--- config.mk ---
export PLATFORM = sky130hd
export DESIGN_NAME = pwr_wake_seq
export DESIGN_NICKNAME = d
export VERILOG_FILES = /design/src/rtl/pwr_wake_pkg.sv /design/src/rtl/wake_edge_det.sv /design/src/rtl/stab_counter.sv /design/src/rtl/pwr_wake_seq.sv
export SDC_FILE = /design/constraint.sdc
export NUM_CORES = 1
export LEC_CHECK = 0
export ABC_AREA = 1
export BUFFER_PORTS_ARGS = -buffer_cell sky130_fd_sc_hd__buf_2
export CELL_PAD_IN_SITES_DETAIL_PLACEMENT = 0
export CELL_PAD_IN_SITES_GLOBAL_PLACEMENT = 2
export CORE_ASPECT_RATIO = 0.75
export CORE_MARGIN = 3
export CORE_UTILIZATION = 31
export DETAILED_ROUTE_END_ITERATION = 10
export PLACE_DENSITY = 0.71
export SYNTH_ARGS = -nofsm -noshare
export SYNTH_HDL_FRONTEND = slang
export SYNTH_HIERARCHICAL = 1
export SYNTH_SLANG_ARGS = --single-unit
--- constraint.sdc ---
create_clock -name clk_i -period 1.89 [get_ports clk_i]
set_input_delay 0.0945 -clock clk_i [delete_from_list [all_inputs] [get_ports clk_i]]
set_output_delay 0.0945 -clock clk_i [all_outputs]
set_load 0.005 [all_outputs]
--- src/rtl/pwr_wake_pkg.sv ---
package pwr_wake_pkg;
  typedef enum logic [1:0] {
    ST_HOLD = 2'd0,
    ST_RUN  = 2'd1,
    ST_STOP = 2'd2,
    ST_WAKE = 2'd3
  } seq_state_e;
endpackage

--- src/rtl/wake_edge_det.sv ---
module wake_edge_det #(
  parameter int unsigned NUM_INT = 6,
  parameter logic [NUM_INT-1:0] RISE_MASK = 6'b010100
) (
  input  logic               clk_i,
  input  logic               rst_ni,
  input  logic [NUM_INT-1:0] lvl_i,
  input  logic               arm_i,
  output logic [NUM_INT-1:0] hit_o
);
  localparam logic [NUM_INT-1:0] IDLE_LVL = ~RISE_MASK;

  for (genvar g = 0; g < NUM_INT; g++) begin : g_line
    logic s0_q, s1_q, prev_q;

    always_ff @(posedge clk_i or negedge rst_ni) begin
      if (!rst_ni) begin
        s0_q   <= IDLE_LVL[g];
        s1_q   <= IDLE_LVL[g];
        prev_q <= IDLE_LVL[g];
      end else begin
        s0_q   <= lvl_i[g];
        s1_q   <= s0_q;
        prev_q <= s1_q;
      end
    end

    if (RISE_MASK[g]) begin : g_rise
      assign hit_o[g] = arm_i & s1_q & ~prev_q;
    end else begin : g_fall
      assign hit_o[g] = arm_i & ~s1_q & prev_q;
    end
  end
endmodule

--- src/rtl/stab_counter.sv ---
module stab_counter #(
  parameter int unsigned CNT_W = 16
) (
  input  logic clk_i,
  input  logic rst_ni,
  input  logic en_i,
  output logic done_o
);
  logic [CNT_W-1:0] cnt_q;

  always_ff @(posedge clk_i or negedge rst_ni) begin
    if (!rst_ni)   cnt_q <= '0;
    else if (en_i) cnt_q <= cnt_q + 1'b1;
    else           cnt_q <= '0;
  end

  assign done_o = en_i && (cnt_q == {CNT_W{1'b1}});
endmodule

--- src/rtl/pwr_wake_seq.sv ---
module pwr_wake_seq
  import pwr_wake_pkg::*;
#(
  parameter int unsigned CNT_W   = 16,
  parameter int unsigned NUM_INT = 6,
  parameter logic [NUM_INT-1:0] RISE_MASK = 6'b010100
) (
  input  logic               clk_i,
  input  logic               rst_ni,
  input  logic               ext_rst_i,
  input  logic               stop_set_i,
  input  logic               por_clr_i,
  input  logic [NUM_INT-1:0] int_lvl_i,
  output logic               sys_rst_o,
  output logic               clk_en_o,
  output logic               stop_bit_o,
  output logic               por_flag_o,
  output logic [NUM_INT-1:0] wake_src_o
);
  localparam logic [NUM_INT-1:0] ONE = NUM_INT'(1);

  seq_state_e         state_q, state_d;
  logic [NUM_INT-1:0] wake_q, wake_d, hit, first_hit;
  logic               por_q, cnt_en, cnt_done;

  wake_edge_det #(.NUM_INT(NUM_INT), .RISE_MASK(RISE_MASK)) u_edge (
    .clk_i (clk_i),
    .rst_ni(rst_ni),
    .lvl_i (int_lvl_i),
    .arm_i (state_q == ST_STOP),
    .hit_o (hit)
  );

  assign cnt_en = !ext_rst_i && ((state_q == ST_HOLD) || (state_q == ST_WAKE));

  stab_counter #(.CNT_W(CNT_W)) u_cnt (
    .clk_i (clk_i),
    .rst_ni(rst_ni),
    .en_i  (cnt_en),
    .done_o(cnt_done)
  );

  // isolate lowest set bit: lowest line index wins
  assign first_hit = hit & (~hit + ONE);

  always_comb begin
    state_d = state_q;
    wake_d  = wake_q;
    if (ext_rst_i) begin
      state_d = ST_HOLD;
      wake_d  = '0;
    end else begin
      unique case (state_q)
        ST_HOLD: if (cnt_done) state_d = ST_RUN;
        ST_RUN: if (stop_set_i) begin
          state_d = ST_STOP;
          wake_d  = '0;
        end
        ST_STOP: if (|hit) begin
          state_d = ST_WAKE;
          wake_d  = first_hit;
        end
        ST_WAKE: if (cnt_done) state_d = ST_RUN;
        default: state_d = ST_HOLD;
      endcase
    end
  end

  always_ff @(posedge clk_i or negedge rst_ni) begin
    if (!rst_ni) begin
      state_q <= ST_HOLD;
      wake_q  <= '0;
    end else begin
      state_q <= state_d;
      wake_q  <= wake_d;
    end
  end

  always_ff @(posedge clk_i or negedge rst_ni) begin
    if (!rst_ni)        por_q <= 1'b1;
    else if (por_clr_i) por_q <= 1'b0;
  end

  assign sys_rst_o  = (state_q == ST_HOLD);
  assign clk_en_o   = (state_q == ST_HOLD) || (state_q == ST_RUN);
  assign stop_bit_o = (state_q == ST_STOP) || (state_q == ST_WAKE);
  assign por_flag_o = por_q;
  assign wake_src_o = wake_q;
endmodule

Word-level counts from Yosys, hierarchy flattened
Cells that the tools add are included.
W data, S select, Z words.

operators by class
  add/sub/neg operators = 2
  multiply operators = 0
  div/mod/pow operators = 0
  magnitude comparators = 0
  equal/unequal tests = 7
  shift operators = 0
  multiplexer cells = 10
  bitwise gates (word level) = 20
  reduce and logical (&&, ||, !) cells = 12

operators by type and width
  cell                     count
  $mux W6                  3
  $add A16 B1 Y16 const B  1
  $eq A16 B16 Y1 const B   1
  $mux W16                 1
  $and A1 B1 Y1            12
  $pmux W6 S2              1
  $mux W2                  4
  $add A6 B1 Y6 const B    1
  $and A6 B6 Y6            1
  $ne A3 B3 Y1 const B     2
  $not A1 Y1               6
  $not A6 Y6               1
  $pmux W2 S3              1
  $reduce_and A3 Y1        2
  $reduce_or A6 Y1         1
  $eq A2 B2 Y1 const B     2
  $logic_or A1 B1 Y1       3
  $ne A3 B1 Y1 const B     1
  $reduce_bool A3 Y1       1
  $eq A2 B1 Y1 const B     1
  $logic_and A1 B1 Y1      2
  $logic_not A2 Y1         1
  $reduce_or A2 Y1         1
  $logic_not A1 Y1         1

storage, ports and cells
  register bits after elaboration = 43
  bits in latches = 0
  RAM bits = 0
  ROM bits = 0
  logic and storage cells = 73
  memories = 0

Logic depth before layout (Yosys ltp)
Gate-level depths: netlist of run 1.

  depth in word-level cells = 9
  depth in mapped cells = 12

Modules after synthesis
Netlist of run 1, hierarchy kept.

modules (own cells, without submodules)
  module         instances  cells each  area each (sq um)  sequential area each (sq um)
  stab_counter   1          119         870.8              400.4
  pwr_wake_seq   1          85          643.1              226.5
  wake_edge_det  1          30          510.5              465.4

Worst setup path before layout of run 1
OpenSTA, ideal clock, no wires.

  path type = reg-to-reg
  from = register state_q[0]
  to = register wake_q[2] (netlist: wake_src_o[2])
  arrival time = 1472 ps
  required time = 1772 ps
  setup slack = 300 ps
  cell stages (with the launch flop) = 12
  period minus slack after synthesis = 1590 ps
  cells stage by stage = dfrtp_1 -> inv_1 -> ha_1 -> nand2_1 -> nor2_1 -> nor2_2 -> nand2_2 -> clkinv_1 -> nand2_4 -> nand3_4 -> nand2_1 -> nand2_1

on the way
  longest elaborated chain between the ends = 9
  elaborated cells on any way between the ends = 25

ends and longest elaborated chain
  item                            RTL line             RTL
  start: declaration              pwr_wake_seq.sv:22   seq_state_e state_q, state_d;
  start signal: assignment        pwr_wake_seq.sv:74   state_q <= state_d;
  $eq A2 B2 Y1 (*)                pwr_wake_seq.sv:30   .arm_i (state_q == ST_STOP),
  $and A1 B1 Y1 (*) (2 in a row)  wake_edge_det.sv:31  assign hit_o[g] = arm_i & ~s1_q & prev_q;
  named net hit[1]                pwr_wake_seq.sv:23   logic [NUM_INT-1:0] wake_q, wake_d, hit, first_hit;
  $not A6 Y6                      pwr_wake_seq.sv:44   assign first_hit = hit & (~hit + ONE);
  $add A6 B1 Y6                   pwr_wake_seq.sv:44
  $and A6 B6 Y6                   pwr_wake_seq.sv:44
  $mux W6                         pwr_wake_seq.sv:59   ST_STOP: if (|hit) begin
  $pmux W6 S2                     pwr_wake_seq.sv:53   unique case (state_q)
  $mux W6                         pwr_wake_seq.sv:49   if (ext_rst_i) begin
  end signal: assignment          pwr_wake_seq.sv:75   wake_q <= wake_d;
  end: declaration                pwr_wake_seq.sv:23

The timed path passes the listed nets; every way through them passes the cells marked *. The select of a mux whose other input is x is not followed.
A chain may end at the register's enable or synchronous reset.

Worst setup path in the final report of run 1
  from = register state_q[0]
  to = register state_q[1]

on the way
  longest elaborated chain between the ends = 6
  elaborated cells on any way between the ends = 27

ends and longest elaborated chain
  item                                                     RTL line            RTL
  $eq A2 B2 Y1 / $logic_not A2 Y1 (equally long branches)  pwr_wake_seq.sv:34  assign cnt_en = !ext_rst_i && ((state_q == ST_HOLD) || (state_q == ST_WAKE));
  $logic_or A1 B1 Y1 (*)                                   pwr_wake_seq.sv:34
  $logic_and A1 B1 Y1 (*)                                  pwr_wake_seq.sv:34
  named net cnt_en                                         pwr_wake_seq.sv:24  logic por_q, cnt_en, cnt_done;
  $logic_and A1 B1 Y1 (*)                                  stab_counter.sv:17  assign done_o = en_i && (cnt_q == {CNT_W{1'b1}});
  named net cnt_done                                       pwr_wake_seq.sv:24
  $ne A3 B1 Y1 (no source line) (*)                        n/a
  $reduce_and A3 Y1 (no source line) (*)                   n/a

The timed path passes the listed nets; every way through them passes the cells marked *.

==> flow_summary.yaml, run 1 <==
run_status:
  outcome: "finished, final reports clean"
routing:
  first_pass_iters: 5
  viasPerCell: 4.216
  routed-via-count: 1484
  wirelength_microns: 4145
  ant_nets: 0
  wire_per_inst_microns: 11.78
  drt_iter0_markers: 55
  drc: 0
floorplanning:
  core_sq_um: 6066
  io-pin-count: 21
  die_area_sq_um: 7546
  start_util_pct: 33.37
  rows: 24
  die_y_microns: 75.99
  die_w_microns: 99.31
critical_path:
  cp-end-kind: "flop"
  crit_chain: "inv_2 -> ha_1 -> nor2_1 -> nand3_1 -> nor3_2 -> inv_1 -> nand2_1 -> nand3_2 -> nand2_1 -> nand2_1"
  reg2reg_to: "state_q[1]"
  required_ns: 2.08
  r2r_slack_ns: 0.20
  crit_buf_inv: 2
  start_kind: "flop"
  cp_max_fo: 4
  cp.depth: 10
  regToRegStartpoint: "state_q[0]"
  crit_arrival_ns: 1.89
  critPathTopFamily: "simple AND/OR/NAND/NOR gates"
  cp_slowest_cell: "dfrtp_1"
  critPathKind: "reg2reg"
  path_common_cell: "nand2_1"
  critPathMaxStageDelay_ns: 0.42
  r2r_cells: 10
final_layout:
  nets: 290
  syn_to_final_growth_pct: 22.13
  diodes: 0
  stdcell_area_sq_um: 2472
  nFillCells: 623
  layout-drive-gt1-share_pct: 26.64
  final_cells: 352
  utilization_pct: 40.76
timing:
  drv_slew: 0
  setup_violations: 0
  holdWs_ns: 0.1771
  hold_violations: 0
  period_share_pct: 89.52
  setup_tns_ns: 0
  max_freq_ghz: 0.5911
  period_needed_ns: 1.692
  setup_slack_ns: 0.1981
  relSlewSlack_pct: 70.46
  tightest_slew_ns: 0.4431
  clock_skew_ns: 0.007813
power:
  peakVddDrop_mv: 0.3985
  power-per-cell-area_nw_per_um2: 1004
  p_total_mw: 2.482
  p_leak_nw: 1.186
placed_design:
  hpwl_microns: 3123
  io_buffers: 20
  gp_congestion: 0.7056
  placedInstanceArea_sq_um: 2233
  place_worst_setup_slack_ns: 0.04129
  placedCellCount: 333
run:
  cap_viol_max_count: 0
synth:
  ys.flop_type: "dfrtp_1"
  synth_most_common_cell: "nand2_1"
  syn_inst: 234
  synth_edf_count: 0
  yosys-top-cells-count: "nand2_1 (61), nor2_1 (41), dfrtp_1 (30)"
  ys_ff_latch: 43
  synth_nets: 251
  avgSynthCellArea_sq_um: 8.651
  synth.area.top_cells: "dfrtp_1 (37%), dfstp_2 (17%), nand2_1 (11%)"
  seq_area_frac_synth_pct: 53.96
  yosysUniqueCellTypes: 26
  ys_warn_count: 6
  async_flop_share_pct: 100.0
  syn_area_sq_um: 2024
  yosys.area.top_type: "dfrtp_1"
  synth_top_area_share_pct: 37.08
worst_hold_path:
  worstHoldPathType: "in2reg"
  whs_endpoint: "state_q[1]"
  worstHoldStart: "ext_rst_i"
  worstHoldPathCells: 4
clock_network:
  cts_tree: "done"
  clkTransAtPathRegs_ns: 0.09
  clock_latency_ns: 0.30
  clock_sinks: 43
  cts_buffers: 5
  clk_path_buf_depth: 2
  cts_max_level: 2
  clockRootBuffer: "clkbuf_8"
grt:
  grt_max_degree: 23
  gr-total-overflow: 0
  first_global_vias: 1436
  grt_pass1_wl_microns: 7231
  antenna_found_initial: 0
  grtUsageTotal_pct: 12.04
-- worst register-to-register path, cell delays in order, from the launching register on --
cell     delay [ns]
dfrtp_1        0.42
inv_2          0.09
ha_1           0.32
nor2_1         0.13
nand3_1        0.11
nor3_2         0.15
inv_1          0.05
nand2_1        0.10
nand3_2        0.10
nand2_1        0.07
nand2_1        0.05
-- cell type report --
cell class	count	area, sq um	area share [%]
clock buffers	5	68.82	2.783
clock inverters	3	46.29	1.872
inverters	30	116.4	4.706
multi-input cells	160	832.0	33.65
flip-flops and latches	43	1094	44.23
well taps	78	97.59	3.947
repair buffers	33	217.7	8.806
-- power by group --
| group | switching [mW] | internal (mW) |
|---|---|---|
| registers | 0.0555 | 0.993 |
| clock network | 0.340 | 0.398 |
| logic | 0.416 | 0.280 |
| total | 0.811 | 1.67 |
-- cell usage in the layout, fill, tap and decap left out, types with 2 or more instances in the layout --
cell,n
a21oi_1,5
buf_2,20
buf_4,5
clkbuf_8,5
dfrtp_1,29
dfstp_2,13
dlygate4sd3_1,8
ha_1,5
inv_1,25
inv_2,2
nand2_1,61
nand2_2,5
nand2_4,3
nand3_1,9
nand4_1,6
nor2_1,40
nor2_2,5
nor2_4,3
nor3_1,2
o21ai_0,4
o21bai_1,3
or2_2,2
xor2_1,2
-- cell families after synthesis --
group	after synthesis	synth area share, %
xor gates and xnor gates	2	0.8654
AOI/OAI and AO/OA	13	3.708
DFF	43	53.96
buffers and inverters	31	5.933
and+or+nand+nor	139	31.83
adders and majority gates	6	3.708
-- sequential cells by signal, summed over array words and instances (netlist names) --
register	flops
u_cnt/cnt_q	16
u_edge/g_line.prev_q	6
u_edge/g_line.s0_q	6
u_edge/g_line.s1_q	6
wake_src_o	6
state_q	2
por_flag_o	1
-- per-layer routing --
metal | vias up | part of all wire [%] | global-route usage [%]
met1 | 653 | 59 | 19.91
met4 | 0 | 0.70 | 2.865
li1 | 799 | - | -
met5 | - | 0 | 0
met2 | 28 | 36 | 14.81
met3 | 4 | 4.2 | 3.477
-- worst max path at each step --
stage                from       endpoint
2_1_floorplan  state_q[0]  wake_src_o[2]
3_3_place_gp   state_q[0]     state_q[0]
3_5_place_dp   state_q[0]  wake_src_o[2]
4_1_cts        state_q[0]  wake_src_o[2]
5_1_grt        state_q[0]     state_q[0]
6_report       state_q[0]     state_q[1]
-- repair_timing --
action	CTS	global route
endpoints found under the hold margin	15	0
setup buffers	0	3
setup endpoints to repair	0	8
gates resized for setup	0	6
hold buffers	8	0
Power figures use the tool's default switching activity.
==> run 2, diff against run 1 <==
--- a/config.mk
+++ b/config.mk
@@ -5,7 +5,6 @@
 export SDC_FILE = /design/constraint.sdc
 export NUM_CORES = 1
 export LEC_CHECK = 0
-export ABC_AREA = 1
 export BUFFER_PORTS_ARGS = -buffer_cell sky130_fd_sc_hd__buf_2
 export CELL_PAD_IN_SITES_DETAIL_PLACEMENT = 0
 export CELL_PAD_IN_SITES_GLOBAL_PLACEMENT = 2
@@ -13,7 +12,7 @@
 export CORE_MARGIN = 3
 export CORE_UTILIZATION = 31
 export DETAILED_ROUTE_END_ITERATION = 10
-export PLACE_DENSITY = 0.71
+export PLACE_DENSITY = 0.65
 export SYNTH_ARGS = -nofsm -noshare
 export SYNTH_HDL_FRONTEND = slang
 export SYNTH_HIERARCHICAL = 1
==> constraint.sdc (replaced) <==
create_clock -name clk_i -period 1.89 [get_ports clk_i]
set_input_delay 0.2835 -clock clk_i [delete_from_list [all_inputs] [get_ports clk_i]]
set_output_delay 0.2835 -clock clk_i [all_outputs]
set_load 0.005 [all_outputs]
==> flow_summary.yaml, run 2 <==
critical_path:
  required_ns: 2.06
  start_kind: "flop"
  critPathKind: "reg2reg"
  cp_slowest_cell: "dfrtp_2"
  crit_arrival_ns: 2.05
  reg2reg_to: "state_q[0]"
  critPathMaxStageDelay_ns: 0.44
  critPathTopFamily: "simple AND/OR/NAND/NOR gates"
  cp_max_fo: 5
  regToRegStartpoint: "state_q[1]"
  crit_chain: "ha_4 -> and3b_2 -> nor4b_4 -> nand3_2 -> o21ai_4 -> mux2_4"
  crit_buf_inv: 0
  r2r_slack_ns: 0.01
  cp-end-kind: "flop"
  r2r_cells: 6
final_layout:
  layout-drive-gt1-share_pct: 43.98
  nets: 232
  nFillCells: 585
  diodes: 0
  stdcell_area_sq_um: 2512
  regMostFlops: "u_cnt/cnt_q"
  layout_common_cells: "buf_4 (29), dfrtp_1 (29), buf_2 (20)"
  final_cells: 294
  utilization_pct: 42.47
  largest_register_ffs: 16
  syn_to_final_growth_pct: 30.31
clock_network:
  clkTransAtPathRegs_ns: 0.08
  cts_max_level: 2
  cts_tree: "done"
  clock_latency_ns: 0.29
  clk_path_buf_depth: 2
  cts_buffers: 5
  clockRootBuffer: "clkbuf_8"
  clock_sinks: 43
worst_hold_path:
  worstHoldStart: "int_lvl_i[5]"
  worstHoldPathType: "in2reg"
  worstHoldPathCells: 1
  whs_endpoint: "u_edge/g_line[5].s0_q"
timing:
  period_share_pct: 99.31
  max_freq_ghz: 0.5328
  setup_slack_ns: 0.01300
  clock_skew_ns: 0.007260
  rsz0062_at_grt: "true"
  setup_violations: 0
  hold_violations: 0
  drv_slew: 0
  tightest_slew_ns: 0.4042
  relSlewSlack_pct: 72.84
  period_needed_ns: 1.877
placed_design:
  placedCellCount: 279
  io_buffers: 20
  placedInstanceArea_sq_um: 2295
  gp_congestion: 0.7431
  hpwl_microns: 2820
  place_worst_setup_slack_ns: -0.1327
synth:
  synth_top_family_by_area: "simple AND/OR/NAND/NOR gates"
  synth_xor_area_share_pct: 4.997
  synth_most_common_cell: "dfrtp_1"
  ys.flop_type: "dfrtp_1"
  synth_top_area_share_pct: 38.94
  yosys.area_share.simple_pct: 25.05
  synth.area.top_cells: "dfrtp_1 (39%), dfstp_2 (18%), and2_1 (4.2%)"
  yosys.area.top_type: "dfrtp_1"
  synth_edf_count: 0
  avgSynthCellArea_sq_um: 12.13
  yosysUniqueCellTypes: 41
  yosys-top-cells-count: "dfrtp_1 (30), and2_1 (13), dfstp_2 (13)"
  synth_compound_area_share_pct: 5.191
  syn_inst: 159
  synth_nets: 176
  async_flop_share_pct: 100.0
  syn_area_sq_um: 1928
  synthAdderAreaFrac_pct: 3.894
  seq_area_frac_synth_pct: 56.65
  ys_warn_count: 6
  ys_ff_latch: 43
  muxShareOfSynthArea_pct: 2.466
power:
  power-per-cell-area_nw_per_um2: 966.0
  p_leak_nw: 1.202
  sequentialPowerShare_pct: 42.6
  swShare_pct: 29.52
  switching_power_mw: 0.7164
  pwr-share-comb_pct: 33.1
  clkPwrFrac_pct: 24.3
  peakVddDrop_mv: 0.4783
  intPower_mw: 1.711
routing:
  routed-via-count: 1323
  viasPerCell: 4.500
  wire_per_inst_microns: 12.86
  wirelength_microns: 3780
  drc: 0
  drt_iter0_markers: 11
  first_pass_iters: 3
  ant_nets: 0
run:
  cap_viol_max_count: 0
floorplanning:
  core_sq_um: 5916
  die_area_sq_um: 7212
  die_w_microns: 97.07
  start_util_pct: 32.59
  die_y_microns: 74.30
  io-pin-count: 21
  rows: 24
grt:
  grt_pass1_wl_microns: 6962
  grt_max_degree: 19
  first_global_vias: 1449
  grtUsageTotal_pct: 12.05
  gr-total-overflow: 0
  antenna_found_initial: 0
run_status:
  outcome: "finished, final reports clean"
-- run 2: cell families after synthesis --
family,after synthesis
mux,4
buf+inv,9
compound gates,14
flops,43
fa+ha+maj,6
xor+xnor,11
simple gates,72
-- run 2: how the worst max path moves through the flow --
stage                     to  slack, ns       start  cells after the start
2_1_floorplan  wake_src_o[0]       0.03  state_q[0]                      7
3_3_place_gp   wake_src_o[0]      -0.06  state_q[0]                      7
4_1_cts           state_q[0]      -0.02  state_q[1]                      6
3_5_place_dp      state_q[0]      -0.13  state_q[0]                      7
5_1_grt        wake_src_o[0]      -0.07  state_q[1]                      6
6_report          state_q[0]       0.01  state_q[1]                      6
-- run 2: layout make-up --
cell class                 instances  area (sq um)  share of cell area [%]
tap                               78         97.59                   3.884
multi-input combinational        107         872.1                   34.71
clock buffer                       7         86.33                   3.436
timing repair buffer              50         327.8                   13.05
clock inverter                     1         5.005                  0.1992
sequential                        43          1094                   43.53
inverter                           8         30.03                   1.195
-- run 2: per-layer routing --
| metal | GRT usage (%) | wire length [microns] |
|---|---|---|
| met1 | 14.65 | 1706 |
| met2 | 21.48 | 1914 |
| met3 | 3.374 | 130 |
| met4 | 3.271 | 29 |
| met5 | 0 | 0 |
-- run 2: what timing repair did --
item | in CTS | in global routing
pin swaps | 4 | 5
buffers inserted | 5 | 1
gates resized for setup | 10 | 9
hold endpoints to repair | 12 | 0
setup endpoints to repair | 4 | 9
hold buffers | 1 | 0
-- run 2: through the flow --
step / TNS (ns) / hold WS, ns / power, mW
finish: 0 / 0.08641 / 2.427
global placement: -0.1131 / 0.2257 / 1.702
global route: -0.1509 / 0.06890 / 2.605
CTS: -0.01654 / 0.07078 / 2.423
floorplan: 0 / -0.01209 / 1.403
detailed placement: -0.3375 / 0.2410 / 1.723
-- run 2: power by group through the flow --
stage	registers, mW	logic, mW	clock network, mW
3_3_place_gp	1.04	0.662	0
3_5_place_dp	1.05	0.677	0
6_report	1.03	0.803	0.591
5_1_grt	1.04	0.894	0.667
4_1_cts	1.03	0.762	0.628
2_1_floorplan	1.05	0.352	0
==> run 3, diff against run 2 <==
--- a/config.mk
+++ b/config.mk
@@ -5,14 +5,16 @@
 export SDC_FILE = /design/constraint.sdc
 export NUM_CORES = 1
 export LEC_CHECK = 0
+export ABC_AREA = 1
 export BUFFER_PORTS_ARGS = -buffer_cell sky130_fd_sc_hd__buf_2
+export CAP_MARGIN = 15
 export CELL_PAD_IN_SITES_DETAIL_PLACEMENT = 0
 export CELL_PAD_IN_SITES_GLOBAL_PLACEMENT = 2
 export CORE_ASPECT_RATIO = 0.75
 export CORE_MARGIN = 3
 export CORE_UTILIZATION = 31
 export DETAILED_ROUTE_END_ITERATION = 10
-export PLACE_DENSITY = 0.65
+export PLACE_DENSITY = 0.71
 export SYNTH_ARGS = -nofsm -noshare
 export SYNTH_HDL_FRONTEND = slang
 export SYNTH_HIERARCHICAL = 1
==> flow_summary.yaml, run 3 (same netlist as run 1, synthesis figures left out) <==
run_status:
  outcome: "finished, final reports clean"
critical_path:
  crit_path_end: "clk_en_o"
  reg2reg_to: "state_q[0]"
  start_kind: "flop"
  cp_max_fo: 5
  required_ns: 1.61
  regToRegStartpoint: "state_q[1]"
  r2r_slack_ns: 0.16
  cp-end-kind: "output pin"
  crit_arrival_ns: 1.48
  critPathMaxStageDelay_ns: 0.44
  crit_chain: "inv_1 -> ha_1 -> or2_2 -> buf_2"
  cp_slowest_cell: "dfrtp_2"
  r2r_cells: 10
  crit_path_start: "state_q[1]"
  critPathKind: "reg2out"
timing:
  setup_tns_ns: 0
  setup_violations: 0
  drv_slew: 0
  period_share_pct: 93.22
  period_needed_ns: 1.762
  max_freq_ghz: 0.5676
  clock_skew_ns: 0.003487
  tightest_slew_ns: 0.4941
  hold_violations: 0
  setup_slack_ns: 0.1281
  rsz0062_at_grt: "false"
  relSlewSlack_pct: 67.06
grt:
  gr-total-overflow: 0
  grt_pass1_wl_microns: 6989
  grt_max_degree: 24
  antenna_found_initial: 0
  grtUsageTotal_pct: 11.60
  first_global_vias: 1387
power:
  p_total_mw: 2.446
  peakVddDrop_mv: 0.4539
  p_leak_nw: 1.154
  power-per-cell-area_nw_per_um2: 1014
routing:
  wirelength_microns: 3958
  drc: 0
  routed-via-count: 1409
  viasPerCell: 4.108
  first_pass_iters: 4
  wire_per_inst_microns: 11.54
  ant_nets: 0
  drt_iter0_markers: 43
final_layout:
  layout_commonest_cell: "nand2_1"
  regMostFlops: "u_cnt/cnt_q"
  layout_common_cells: "nand2_1 (61), nor2_1 (39), dfrtp_1 (29)"
  nets: 281
  layout-drive-gt1-share_pct: 27.17
  syn_to_final_growth_pct: 19.10
  diodes: 0
  largest_register_ffs: 16
floorplanning:
  io-pin-count: 21
  die_y_microns: 75.99
  core_sq_um: 6066
  die_w_microns: 99.31
  rows: 24
  die_area_sq_um: 7546
  start_util_pct: 33.37
clock_network:
  clockRootBuffer: "clkbuf_8"
  clock_latency_ns: 0.29
  clkTransAtPathRegs_ns: 0.09
  cts_tree: "done"
  clk_path_buf_depth: 2
  cts_buffers: 5
  cts_max_level: 2
  clock_sinks: 43
placed_design:
  gp_congestion: 0.7162
  hpwl_microns: 3032
  io_buffers: 20
  place_worst_setup_slack_ns: 0.05924
run:
  cap_viol_max_count: 0
worst_hold_path:
  worstHoldPathType: "in2reg"
  worstHoldPathCells: 1
run 3: changes by cell type in the layout (fill, tap and decap cells not counted), moves of 5 or more:
cell     before  now
inv_1         7   25
nor2_1        6   39
nand2_1       7   61
buf_4        29    2
nand3_1       4    9
xor2_1        7    2
and2_1       13    0
run 3: metrics by stage:
step                      util (%)  area, sq um  hold WS, ns  instances
after floorplan                  -         2024     -0.01209        234
after global placement       37.03         2246       0.2814        333
after detailed placement     37.03         2246       0.2811        333
after CTS                    39.11         2372      0.06691        342
after global routing         39.75         2411      0.05329        343
final                        39.75         2411      0.08101        343
run 3: worst max-delay path, delay by kind of cell (launching register included):
kind	cells	cell delay [ns]
adder cells (fa/ha/maj)	1	0.24
buffers and inverters	2	0.21
flip-flops	1	0.44
AND/OR/NAND/NOR	1	0.30
run 3: how the worst min path moves through the flow:
stage	from	to	slack, ns
after detailed placement	rst_ni	u_cnt/cnt_q[0]	0.28
after global routing	int_lvl_i[1]	u_edge/g_line[1].s0_q	0.05
after global placement	rst_ni	u_cnt/cnt_q[0]	0.28
final	int_lvl_i[3]	u_edge/g_line[3].s0_q	0.08
after floorplan	rst_ni	state_q[0]	-0.01
after CTS	int_lvl_i[5]	u_edge/g_line[5].s0_q	0.07
run 3: timing repair:
action / in CTS / in global routing
gates resized for setup: 0 / 8
buffers inserted: 0 / 1
setup endpoints to repair: 0 / 10
hold buffers: 1 / 0
endpoints found under the hold margin: 9 / 0
run 3: layout make-up:
class,instances,area [sq um]
well taps,78,97.59
flip-flops and latches,43,1094
clock inverters,3,47.55
repair buffers,24,145.1
multi-input cells,160,842.1
inverters,30,116.4
fillers,646,3655
clock buffers,5,68.82
run 3: power by group:
part | switching, mW | internal (mW)
Sequential | 0.0654 | 0.993
Clock | 0.340 | 0.401
Combinational | 0.400 | 0.246
Total | 0.806 | 1.64
run 3: per-layer routing:
| metal | share of wire (%) | vias to the layer above | GRT usage, % |
|---|---|---|---|
| li1 | - | 782 | - |
| met1 | 59 | 600 | 18.92 |
| met2 | 36 | 25 | 14.48 |
| met3 | 4.7 | 2 | 3.385 |
| met4 | 0.56 | 0 | 2.865 |
| met5 | 0 | - | 0 |
